===== src/rtl/rag_pkg.sv =====
package rag_pkg;
  localparam int DATA_W = 32;
  localparam int STS_W  = 2;
  localparam int STS_BURST = 0;
  localparam int STS_BUS   = 1;

  typedef enum logic [2:0] {
    ACC_REFUSED,
    ACC_BURST,
    ACC_BADSIZE,
    ACC_RESERVED,
    ACC_STATUS,
    ACC_READONLY,
    ACC_NORMAL
  } accKindT;

  typedef struct packed {
    logic respFire;
    logic respErr;
    logic fwdRead;
    logic fwdWrite;
    logic setBurst;
    logic setBus;
    logic stsRead;
    logic stsWrite;
  } ctrlStrobeT;
endpackage


===== src/rtl/rag_ctrl.sv =====
module rag_ctrl
  import rag_pkg::*;
#(
  parameter int ADDR_W     = 16,
  parameter int IDX_W      = 6,
  parameter int MASTER_W   = 2,
  parameter int CPU_ID     = 0,
  parameter int NUM_INST   = 2,
  parameter int INST_BASE  = 2,
  parameter int NUM_RW     = 16,
  parameter int NUM_RO     = 8,
  parameter int STATUS_IDX = 40,
  parameter int INST_W     = 1
) (
  input  logic                clk,
  input  logic                rstN,
  input  logic                reqValid,
  input  logic                reqWrite,
  input  logic [ADDR_W-1:0]   reqAddr,
  input  logic [3:0]          reqByteEn,
  input  logic                reqBurst,
  input  logic [MASTER_W-1:0] reqMaster,
  output ctrlStrobeT          strobes,
  output logic [IDX_W-1:0]    regIdx,
  output logic [INST_W-1:0]   regInst
);
  localparam int NUM_WORDS = 1 << IDX_W;
  localparam int DIGIT_W   = 4;
  localparam int PAD_LO    = IDX_W + 2;
  localparam int PAD_HI    = ADDR_W - DIGIT_W - 1;

  logic [NUM_WORDS-1:0] rwMap, roMap;
  logic [NUM_INST-1:0]  instHitVec;
  logic [DIGIT_W-1:0]   digit;
  logic [IDX_W-1:0]     idx;
  logic                 isCpu, fullWord, padZero, instHit;
  accKindT              kind;

  genvar g;
  generate
    for (g = 0; g < NUM_WORDS; g++) begin : gMap
      assign rwMap[g] = (g < NUM_RW);
      assign roMap[g] = (g >= NUM_RW) && (g < NUM_RW + NUM_RO);
    end
    for (g = 0; g < NUM_INST; g++) begin : gInst
      assign instHitVec[g] = (digit == DIGIT_W'(INST_BASE + g));
    end
  endgenerate

  assign digit    = reqAddr[ADDR_W-1 -: DIGIT_W];
  assign idx      = reqAddr[IDX_W+1:2];
  assign padZero  = (reqAddr[PAD_HI:PAD_LO] == '0);
  assign isCpu    = (reqMaster == MASTER_W'(CPU_ID));
  assign fullWord = (reqByteEn == 4'hF) && (reqAddr[1:0] == 2'b00);
  assign instHit  = |instHitVec;

  always_comb begin
    regInst = '0;
    for (int i = 0; i < NUM_INST; i++)
      if (instHitVec[i]) regInst = INST_W'(i);
  end

  // fixed priority of violation classes
  always_comb begin
    if (!isCpu)                          kind = ACC_REFUSED;
    else if (reqBurst)                   kind = ACC_BURST;
    else if (!fullWord)                  kind = ACC_BADSIZE;
    else if (!instHit || !padZero)       kind = ACC_RESERVED;
    else if (idx == IDX_W'(STATUS_IDX))  kind = ACC_STATUS;
    else if (roMap[idx])                 kind = ACC_READONLY;
    else if (rwMap[idx])                 kind = ACC_NORMAL;
    else                                 kind = ACC_RESERVED;
  end

  always_comb begin
    strobes          = '0;
    strobes.respFire = reqValid;
    if (reqValid) begin
      strobes.respErr  = (kind == ACC_REFUSED) || (kind == ACC_BURST) ||
                         (kind == ACC_BADSIZE) || (kind == ACC_RESERVED);
      strobes.fwdRead  = !reqWrite && ((kind == ACC_NORMAL) || (kind == ACC_READONLY));
      strobes.fwdWrite = reqWrite && (kind == ACC_NORMAL);
      strobes.setBurst = (kind == ACC_BURST);
      strobes.setBus   = (kind == ACC_BADSIZE) || (kind == ACC_RESERVED);
      strobes.stsRead  = !reqWrite && (kind == ACC_STATUS);
      strobes.stsWrite = reqWrite && (kind == ACC_STATUS);
    end
  end

  assign regIdx = idx;

  // the write strobe never reaches a read-only word
  assert_ro_never_written_R4: assert property (@(posedge clk) disable iff (!rstN)
    strobes.fwdWrite |-> !roMap[regIdx]);
  // forwarded accesses carry no error flag
  assert_fwd_no_err_R6: assert property (@(posedge clk) disable iff (!rstN)
    (strobes.fwdWrite || strobes.fwdRead) |-> !strobes.respErr);
endmodule


===== src/rtl/rag_datapath.sv =====
module rag_datapath
  import rag_pkg::*;
#(
  parameter logic [DATA_W-1:0] DUMMY_DATA = 32'hDEAD0BAD
) (
  input  logic              clk,
  input  logic              rstN,
  input  ctrlStrobeT        strobes,
  input  logic [DATA_W-1:0] reqWdata,
  input  logic [DATA_W-1:0] regRdata,
  output logic              regRdEn,
  output logic              regWrEn,
  output logic [DATA_W-1:0] regWdata,
  output logic              respValid,
  output logic              respDataErr,
  output logic [DATA_W-1:0] respRdata,
  output logic [STS_W-1:0]  stsQ,
  output logic              nmi
);
  logic [STS_W-1:0]  stsNext;
  logic [DATA_W-1:0] respNext;

  always_comb begin
    stsNext = stsQ;
    if (strobes.stsWrite) stsNext = stsQ & ~reqWdata[STS_W-1:0];
    if (strobes.setBurst) stsNext[STS_BURST] = 1'b1;
    if (strobes.setBus)   stsNext[STS_BUS]   = 1'b1;
  end

  always_comb begin
    if (strobes.respErr)      respNext = DUMMY_DATA;
    else if (strobes.stsRead) respNext = {{(DATA_W-STS_W){1'b0}}, stsQ};
    else if (strobes.fwdRead) respNext = regRdata;
    else                      respNext = '0;
  end

  always_ff @(posedge clk) begin
    if (!rstN) begin
      stsQ        <= '0;
      respValid   <= 1'b0;
      respDataErr <= 1'b0;
      respRdata   <= '0;
    end else begin
      stsQ        <= stsNext;
      respValid   <= strobes.respFire;
      respDataErr <= strobes.respErr;
      respRdata   <= respNext;
    end
  end

  assign regRdEn  = strobes.fwdRead;
  assign regWrEn  = strobes.fwdWrite;
  assign regWdata = reqWdata;
  assign nmi      = stsQ[STS_BURST];

  // a set bit only falls after a clearing write of 1
  assert_sticky_burst_R10: assert property (@(posedge clk) disable iff (!rstN)
    $fell(stsQ[STS_BURST]) |-> $past(strobes.stsWrite && reqWdata[STS_BURST]));
  assert_sticky_bus_R10: assert property (@(posedge clk) disable iff (!rstN)
    $fell(stsQ[STS_BUS]) |-> $past(strobes.stsWrite && reqWdata[STS_BUS]));
endmodule


===== src/rtl/reg_access_guard.sv =====
module reg_access_guard
  import rag_pkg::*;
#(
  parameter int ADDR_W     = 16,
  parameter int IDX_W      = 6,
  parameter int MASTER_W   = 2,
  parameter int CPU_ID     = 0,
  parameter int NUM_RW     = 16,
  parameter int NUM_RO     = 8,
  parameter int STATUS_IDX = 40,
  parameter logic [31:0] DUMMY_DATA = 32'hDEAD0BAD
) (
  input  logic                clk,
  input  logic                rstN,
  input  logic                reqValid,
  input  logic                reqWrite,
  input  logic [ADDR_W-1:0]   reqAddr,
  input  logic [3:0]          reqByteEn,
  input  logic                reqBurst,
  input  logic [MASTER_W-1:0] reqMaster,
  input  logic [31:0]         reqWdata,
  output logic                respValid,
  output logic                respDataErr,
  output logic [31:0]         respRdata,
  output logic                regRdEn,
  output logic                regWrEn,
  output logic [IDX_W-1:0]    regIdx,
  output logic                regInst,
  output logic [31:0]         regWdata,
  input  logic [31:0]         regRdata,
  output logic                nmi
);
  ctrlStrobeT       strobes;
  logic [STS_W-1:0] stsQ;

  rag_ctrl #(
    .ADDR_W(ADDR_W), .IDX_W(IDX_W), .MASTER_W(MASTER_W), .CPU_ID(CPU_ID),
    .NUM_INST(2), .INST_BASE(2), .NUM_RW(NUM_RW), .NUM_RO(NUM_RO),
    .STATUS_IDX(STATUS_IDX), .INST_W(1)
  ) uCtrl (
    .clk(clk), .rstN(rstN), .reqValid(reqValid), .reqWrite(reqWrite),
    .reqAddr(reqAddr), .reqByteEn(reqByteEn), .reqBurst(reqBurst),
    .reqMaster(reqMaster), .strobes(strobes), .regIdx(regIdx), .regInst(regInst)
  );

  rag_datapath #(.DUMMY_DATA(DUMMY_DATA)) uData (
    .clk(clk), .rstN(rstN), .strobes(strobes), .reqWdata(reqWdata),
    .regRdata(regRdata), .regRdEn(regRdEn), .regWrEn(regWrEn),
    .regWdata(regWdata), .respValid(respValid), .respDataErr(respDataErr),
    .respRdata(respRdata), .stsQ(stsQ), .nmi(nmi)
  );

  assert_resp_follows_R1: assert property (@(posedge clk) disable iff (!rstN)
    reqValid |=> respValid);
  assert_no_spurious_R1: assert property (@(posedge clk) disable iff (!rstN)
    !reqValid |=> !respValid);
  assert_burst_nmi_R8: assert property (@(posedge clk) disable iff (!rstN)
    (reqValid && reqMaster == MASTER_W'(CPU_ID) && reqBurst) |=> (nmi && respDataErr));
  assert_refused_quiet_R9: assert property (@(posedge clk) disable iff (!rstN)
    (reqValid && reqMaster != MASTER_W'(CPU_ID)) |-> (!regWrEn && !regRdEn));
  assert_refused_sts_R9: assert property (@(posedge clk) disable iff (!rstN)
    (reqValid && reqMaster != MASTER_W'(CPU_ID)) |=> ($stable(stsQ) && respDataErr));
  assert_strobe_excl_R2: assert property (@(posedge clk) disable iff (!rstN)
    $onehot0({regRdEn, regWrEn}));
endmodule


===== config.mk =====
export PLATFORM = sky130hd
export DESIGN_NAME = reg_access_guard
export DESIGN_NICKNAME = d
export VERILOG_FILES = /design/src/rtl/rag_pkg.sv /design/src/rtl/rag_ctrl.sv /design/src/rtl/rag_datapath.sv /design/src/rtl/reg_access_guard.sv
export SDC_FILE = /design/constraint.sdc
export NUM_CORES = 1
export LEC_CHECK = 0
export BUFFER_PORTS_ARGS = -buffer_cell sky130_fd_sc_hd__buf_2
export CAP_MARGIN = 30
export CORE_ASPECT_RATIO = 1.4
export CORE_UTILIZATION = 30
export CTS_CLUSTER_SIZE = 30
export DETAILED_ROUTE_END_ITERATION = 8
export GPL_ROUTABILITY_DRIVEN = 0
export PLACE_DENSITY = 0.76
export SKIP_LAST_GASP = 1
export SYNTH_ARGS = -nofsm -noshare
export SYNTH_HDL_FRONTEND = slang
export SYNTH_SLANG_ARGS = --single-unit

===== constraint.sdc =====
create_clock -name clk -period 1.4 [get_ports clk]
set_input_delay 0.14 -clock clk [delete_from_list [all_inputs] [get_ports clk]]
set_output_delay 0.14 -clock clk [all_outputs]
set_load 0.1 [all_outputs]

Word level (Yosys, flattened, before mapping)
Memory sizes are Yosys's and may differ from the RTL's. Cells that the tools add are included.

Register bits after elaboration: 36. Bits in read-only memories: 128. Bits of input ports: 91. Logic and storage cells: 64. Memories: 2.

Order comparisons: 1. Eq/ne operators: 10. Muxes and demuxes: 17. Bitwise operators: 4. Reductions and logical operators: 23.

Memories: (name not given) (depth 64, bits a word 1, read ports 1, clocked after Yosys merged registers in 0, write ports 0, RTL line rag_ctrl.sv:70) `else if (roMap[idx]) kind = ACC_READONLY;`; (name not given) (depth 64, bits a word 1, read ports 1, clocked after Yosys merged registers in 0, write ports 0, RTL line rag_ctrl.sv:71) `else if (rwMap[idx]) kind = ACC_NORMAL;`.

Operators with widths (number): 32-bit two-way mux (3); 3-bit two-way mux (7); 3-bit equality test, second input constant (3); 4-bit by 2-bit equality test with 1-bit output, second input constant (2); 6-bit by 7-bit less-than comparator with 1-bit output, second input constant (1); 7-bit two-way mux (1); 3-bit by 2-bit equality test with 1-bit output, second input constant (2); 6-bit equality test, second input constant (1); 1-bit logical OR (6); 1-bit logical AND (5); 1-bit two-way mux (5); 4-bit equality test, second input constant (1); 2-bit logical NOT (2); 4-bit logical NOT (1); 2-bit nonzero test (2); 2-bit OR reduction (2); 4-bit OR reduction (1); 3-bit by 1-bit equality test with 1-bit output, second input constant (1); 1-bit logical NOT (3); 3-bit logical NOT (1); 2-bit bitwise AND (1); 2-bit two-way mux (1); 1-bit NOT (2); 2-bit NOT (1).

Longest topological paths before layout
Gate-level depths: netlist (run 1).

Depth after elaboration: 17. Mapped depth: 6. Depth with buffers taken out: 5.

By module
A second synthesis (run 1) with hierarchy kept.

Cells, all modules: 181. Area, all modules: 1795.5 µm².

Modules (own cells, without submodules): rag_datapath (instances 1, cells each 142, area each 1491.4 µm², sequential area each 720.7 µm²); rag_ctrl (instances 1, cells each 39, area each 304.0 µm², sequential area each 0.0 µm²).

Least setup slack after synthesis (run 1)
OpenSTA, ideal clock, no wires.

Kind: in2out. Start point: input reqAddr[9]. End point: output regWrEn. Arrival: 2.776 ns. Required time: 1.260 ns. Setup slack: -1.516 ns. Stages on the path: 4. Buffers on the path: 0. Cell sequence: nor4_4 -> and3_2 -> nand4_1 -> nor3_1.

Longest elaborated chain between the ends: 10.

RTL lines: from (decl) (RTL line reg_access_guard.sv:17) `input logic [ADDR_W-1:0] reqAddr,`; 4-bit logical NOT (RTL line rag_ctrl.sv:52) `assign padZero = (reqAddr[PAD_HI:PAD_LO] == '0);`; 1-bit logical NOT (RTL line rag_ctrl.sv:68) `else if (!instHit || !padZero) kind = ACC_RESERVED;`; 1-bit logical OR (RTL line rag_ctrl.sv:68); 3-bit two-way mux (RTL line rag_ctrl.sv:68); 3-bit two-way mux (RTL line rag_ctrl.sv:67) `else if (!fullWord) kind = ACC_BADSIZE;`; 3-bit two-way mux (RTL line rag_ctrl.sv:66) `else if (reqBurst) kind = ACC_BURST;`; 3-bit two-way mux (RTL line rag_ctrl.sv:65) `if (!isCpu) kind = ACC_REFUSED;`; 3-bit equality test (RTL line rag_ctrl.sv:82) `strobes.fwdWrite = reqWrite && (kind == ACC_NORMAL);`; 1-bit logical AND (RTL line rag_ctrl.sv:82); 7-bit two-way mux (RTL line rag_ctrl.sv:78) `if (reqValid) begin`; to (decl) (RTL line reg_access_guard.sv:26) `output logic regWrEn,`.

Every way passes these cells.

Worst setup path in the final report (run 1)
Start point: input reqAddr[6]. End point: output regWrEn.

Longest elaborated chain between the ends: 12. Elaborated cells on any way between the ends: 15.

RTL lines: memory read 64 x 1 bit; 1-bit two-way mux (not written as such) (RTL line rag_ctrl.sv:71); 3-bit two-way mux (RTL line rag_ctrl.sv:71); 3-bit two-way mux (RTL line rag_ctrl.sv:70); 3-bit two-way mux (*) (RTL line rag_ctrl.sv:69) `else if (idx == IDX_W'(STATUS_IDX)) kind = ACC_STATUS;`; 3-bit two-way mux (*) (RTL line rag_ctrl.sv:68); 3-bit two-way mux (*) (RTL line rag_ctrl.sv:67); 3-bit two-way mux (*) (RTL line rag_ctrl.sv:66); 3-bit two-way mux (*) (RTL line rag_ctrl.sv:65); 3-bit equality test (*) (RTL line rag_ctrl.sv:82); 1-bit logical AND (*) (RTL line rag_ctrl.sv:82); 7-bit two-way mux (*) (RTL line rag_ctrl.sv:78).

Mark *: on every way between the ends. The rest lies on a longest branch, timed or not. The select of a mux whose other input is x is not followed.

==> results_dict.tcl, run 1 <==
set metrics [dict create \
    ys_seq_area_share_pct 46.5 \
    arrival_ps 1350 \
    fin_skew_ps 0.161 \
    synth_top_cell_area_share_pct 46.5 \
    crit_chain "buf_2 -> buf_4 -> nor3b_1 -> a31oi_1 -> o31ai_2 -> buf_4 -> nor3_4 -> buf_12" \
    cp_data_required_time_ps 1260 \
    antenna_cells 0 \
    startpoint_type "input port" \
    crit_type "input port to output port" \
    final.min_clock_period_ps 1490 \
    setup_tns_ps -89.0 \
    period_share_pct 106 \
    grt_antenna_before_repair 0 \
    max_freq_mhz 672 \
    post_cts_buffers 0 \
    cpMostUsedCell "buf_4" \
    cpMaxStageDelayCell "nor3_4" \
    drtAntennaViolNets 0 \
    wl_per_cell_um 15.1 \
    synthesis.nets 245 \
    hold_viol 0 \
    drc 0 \
    postLayoutCoreUtil_pct 44.9 \
    setup_viol 1 \
    synth_area_um2 1550 \
    place_hpwl_mm 4.03 \
    grt_pass1_vias 1322 \
    hold_slack_ps 54.1 \
    worst_pin_slew_ps 498 \
    maxCapViolCount 0 \
    core_um2 4920 \
    yosysWarnings 0 \
    synth_top_cell_by_area "dfxtp_1" \
    path_clk_slew_ps 60 \
    die-area_um2 5460 \
    total_power_uw 2520 \
    via_per_inst 4.47 \
    ys_ff_latch 36 \
    grt_first_pass_wirelength_mm 6.73 \
    ios 167 \
    p_leak_uw 0.00123 \
    ir_drop_v 0.000471 \
    fin_ws_ps -89.0 \
    slew_viol_final 0 \
    clkLatencyLatePin_ps 280 \
    post-place-ws_ps -98.8 \
    syn_to_final_growth_pct 42.4 \
    violations "setup timing" \
    endpoint_kind "output port" \
    h-tree-depth 2 \
    first_pass_iters 4 \
    synth.avg_cell_area_um2 10.1 \
    port_buffers 106 \
    grt_use_total_pct 16.9 \
    rsz0062_at_grt "yes" \
    powerDensity_nw_per_um2 1140 \
    hold_buffers 0 \
    status "finished with violations" \
    grt_start_max_net_pins 23 \
    wirelength_mm 4.65 \
    path_max_fanout 3 \
    critPathMaxStageDelay_ps 220 \
    final_layout_size_suffix_gt1_share_pct 58.4 \
    final_nets 333 \
    root_buffer "clkbuf_8" \
    ff2ff_setup_slack_ps 360 \
    gr-total-overflow 0 \
    die_height_um 87.0 \
    netlist_instances 154 \
    rows 30 \
    cts_sinks 36 \
    cts_buffers 5 \
    clockBufferDepth 2 \
    slew_headroom_pct 67.0 \
    cts_tree "yes" \
    hp-class "input port to flip-flop" \
    die_w_um 62.7 \
    first_iter_violations 48 \
    synth_area_leaders "dfxtp_1 (47%), buf_4 (18%), a21o_1 (8.7%), and2_1 (5.3%), nand2_1 (1.7%)" \
    initial_core_util_pct 31.5 \
    vias 1371 \
    synthDistinctLibCells 33 \
]
[registers in the layout (all words and copies together) (netlist names)]
register / count
uData.respDataErr: 1
uData.respRdata: 32
uData.stsQ: 2
uData.respValid: 1
[path summary, 6_finish.rpt]
kind | from | to | cells past startpoint
hold / removal | regRdata[16] | uData.respRdata[16] | 2
hold reg to reg | uData.stsQ[1] | uData.stsQ[1] | 2
setup / recovery | reqAddr[6] | regWrEn | 8
setup reg to reg | uData.stsQ[1] | uData.respRdata[1] | 3
[through the flow]
| step | std cells | instance area [um^2] |
|---|---|---|
| after global routing | 307 | 2210 |
| final | 307 | 2210 |
| after floorplan | 154 | 1560 |
| after CTS | 307 | 2170 |
| after detailed placement | 299 | 2060 |
| after global placement | 299 | 2060 |
[cell families after synthesis]
group	after synthesis	share of synthesized area, %
simple gates	47	20.2
buf+inv	46	21.2
flops	36	46.5
compound gates	25	12.1
[area by class of cell]
class                           instances  area (um^2)
Multi-Input combinational cell         72          551
Clock buffer                            6         72.6
Tap cell                               64         80.1
Sequential cell                        36          721
Clock inverter                          2         35.0
Timing Repair Buffer                  124          736
Fill cell                             488         2710
Inverter                                3         11.3
[critical path, delay by kind of cell]
kind | cells | cell delay, ps
buffers and inverters | 4 | 580
AND/OR/NAND/NOR | 2 | 350
AO/OA/AOI/OAI | 2 | 270
[what timing repair did]
item / CTS / global route
resized for setup: 1 / 5
endpoints found under the setup margin: 1 / 2
pin swaps: 0 / 1
gates cloned: 0 / 0
[cell usage after synthesis]
library cell	instances
inv_2	1
nand2_1	7
dfxtp_1	36
a21boi_1	1
inv_1	2
buf_4	38
a21o_1	18
and2_1	13
and3_1	1
buf_6	1
a221o_1	1
and3_2	1
nand2b_1	1
and4_1	1
nand4_1	3
nor4_4	1
a31oi_1	1
nor3b_1	2
or4_1	1
a41o_1	1
nand3_1	4
nor3_2	1
nor3_1	4
nand3b_1	1
nor3b_2	1
o21ai_0	1
o22ai_1	1
or3_1	1
buf_2	4
nor4_1	2
nor4bb_1	1
o31ai_1	1
nor4b_2	1
[where the power goes]
group | leakage [uW] | internal (uW) | total, uW | switching, uW
Sequential | 0.000296 | 1060 | 1070 | 8.42
Clock | 0.0000552 | 528 | 859 | 331
Combinational | 0.000879 | 151 | 590 | 439
Total | 0.00123 | 1740 | 2520 | 779
[layout by cell type (no fill, tap or decap)]
cell type	netlist	routed
inv_2	1	1
o22ai_1	1	1
nor3b_1	2	2
clkinv_2	0	1
buf_12	0	5
nand3_1	4	4
inv_1	2	2
dfxtp_1	36	36
o21ai_0	1	1
and2_1	13	13
buf_2	4	103
and3_4	0	1
nor4b_4	0	1
buf_4	38	16
nor3_4	0	1
nor4bb_4	0	1
nor4_4	1	1
a21boi_1	1	1
a41o_1	1	1
clkbuf_1	0	1
nand2_1	7	7
a221o_1	1	1
or3_4	0	1
and4_1	1	1
nand4_1	3	3
bufinv_16	0	1
nor3b_2	1	1
nor4_1	2	2
and3_2	1	1
o31ai_2	0	1
nand3b_1	1	1
nor3_2	1	1
nand2b_1	1	1
a31oi_1	1	1
a21o_1	18	18
nor3_1	4	3
or4_1	1	1
clkbuf_8	0	5
[metal layers]
layer	wire [um]	global-route usage [%]
met1	1350	12.8
met2	2550	33.0
met3	630	8.77
met4	114	9.94
met5	0	0
Power figures use the tool's default switching activity.
==> inputs of run 2 (changes only) <==
CELL_PAD_IN_SITES_DETAIL_PLACEMENT = 0   (was not set)
CELL_PAD_IN_SITES_GLOBAL_PLACEMENT = 1   (was not set)
CORE_UTILIZATION = 20   (was 30)
PLACE_DENSITY = 0.77   (was 0.76)
==> run 2 against run 1 <==
The run still ends with setup timing left; wire length fell by 9.9%; count of clock-buffer cells in the layout did not move; total power up 0.42%; die area up 48%.
==> results_dict.tcl, run 2 (synthesis results as in run 1) <==
set metrics [dict create \
    path_max_fanout 3 \
    core_um2 7410 \
    cts_buffers 5 \
    rows 37 \
    fin_ws_ps -49.9 \
    period_share_pct 104 \
    grt_start_max_net_pins 31 \
    max_freq_mhz 690 \
    cp_data_required_time_ps 1260 \
    grt_use_total_pct 10.3 \
    place_hpwl_mm 3.48 \
    startpoint_type "input port" \
    grt_antenna_before_repair 0 \
    hold_end "uData.respRdata[2]" \
    crit_type "input port to output port" \
    place_area_um2 2090 \
    worst_pin_slew_ps 518 \
    syn_to_final_growth_pct 45.6 \
    die-area_um2 8110 \
    hold_slack_ps 52.6 \
    endpoint_kind "output port" \
    cts_sinks 36 \
    first_pass_iters 4 \
    drc 0 \
    port_buffers 106 \
    clockBufferDepth 2 \
    hp-class "input port to flip-flop" \
    ir_drop_v 0.000558 \
    antenna_cells 0 \
    vias 1356 \
    violations "setup timing" \
    final.min_clock_period_ps 1450 \
    fin_skew_ps 0.264 \
    die_height_um 106 \
    rsz0062_at_grt "yes" \
    status "finished with violations" \
    maxCapViolCount 0 \
    cts_tree "yes" \
    first_iter_violations 31 \
    final_cell_mix "buf_2 (101), dfxtp_1 (36), a21o_1 (18), and2_1 (13), buf_4 (12)" \
    gr-total-overflow 0 \
    p_leak_uw 0.00122 \
    arrival_ps 1310 \
    initial_core_util_pct 20.9 \
    slew_headroom_pct 65.7 \
    setup_viol 1 \
    root_buffer "clkbuf_8" \
    slew_viol_final 0 \
    reg.largest.list "uData.respRdata (32), uData.stsQ (2)" \
    r2r_end "uData.respRdata[1]" \
    min_path_cells 2 \
    powerDensity_nw_per_um2 1120 \
    ios 167 \
    die_w_um 76.4 \
    ff2ff_setup_slack_ps 390 \
    layout_commonest_cell "buf_2" \
    final_nets 331 \
    largest_register_ffs 32 \
    clkLatencyLatePin_ps 280 \
    r2r_cells 3 \
    path_clk_slew_ps 70 \
    hold_viol 0 \
    drtAntennaViolNets 0 \
    regMostFlops "uData.respRdata" \
    via_per_inst 4.01 \
    grt_first_pass_wirelength_mm 6.36 \
    final_layout_size_suffix_gt1_share_pct 58.1 \
    wirelength_mm 4.19 \
    wl_per_cell_um 12.4 \
    worstHoldStart "regRdata[2]" \
    grt_pass1_vias 1346 \
    final_area_um2 2260 \
    rr_startpoint "uData.stsQ[1]" \
    h-tree-depth 2 \
]
## run 2: changes by cell type in the layout (fill, tap and decap cells not counted), sizes merged
cell and change:
buf -2
## run 2: worst max path at each step
stage / from / endpoint / slack, ps / depth (start not counted)
floorplan: reqAddr[9] / regWrEn / -290 / 4
global placement: reqAddr[3] / uData.respRdata[9] / -70 / 7
detailed placement: reqAddr[9] / uData.respRdata[9] / -110 / 7
CTS: reqAddr[9] / regWrEn / -50 / 6
global route: reqAddr[9] / regWrEn / -130 / 6
finish: reqByteEn[3] / regWrEn / -50 / 7
## run 2: cell type report
type                    count  area (um^2)
clock buffers               6         72.6
clock inverters             2         35.0
fillers                   791         5150
inverters                   3         11.3
multi-input cells          72          546
flip-flops and latches     36          721
well taps                  97          121
repair buffers            122          749
## run 2: timing repair
action / CTS / global route
hold buffers: 0 / 0
endpoints found under the setup margin: 2 / 2
buffers inserted: 0 / 1
resized for setup: 4 / 5
## run 2: report_power, final
part / leakage, uW / internal (uW) / switching, uW
Clock: 0.0000552 / 528 / 348
Combinational: 0.000869 / 149 / 436
Sequential: 0.000296 / 1060 / 8.02
Total: 0.00122 / 1730 / 792
## run 2: metal layers
metal  vias up  track usage, %  share of wire [%]
met4         0            8.38                6.6
met2        68            18.9                 53
met1       597            9.10                 32
met5         -               0                  0
met3        34            3.09                8.7
li1        657               -                  -
## run 2: critical path: stages
cell and delay [ps]:
buf_2 80, nand4_1 120, or3_4 370, o31ai_1 230, buf_4 160, nor3_4 40, buf_12 160
## run 2: per-stage QoR
stage          setup TNS (ps)  power [uW]  util (%)  setup WS (ps)  cells
2_1_floorplan            -290        1910         -           -290    154
3_3_place_gp            -1960        1670      28.2          -71.0    329
3_5_place_dp            -2790        1670      28.2           -108    329
4_1_cts                 -54.5        2570      30.0          -54.5    337
5_1_grt                  -158        2640      30.5           -127    338
6_report                -49.9        2530      30.5          -49.9    338
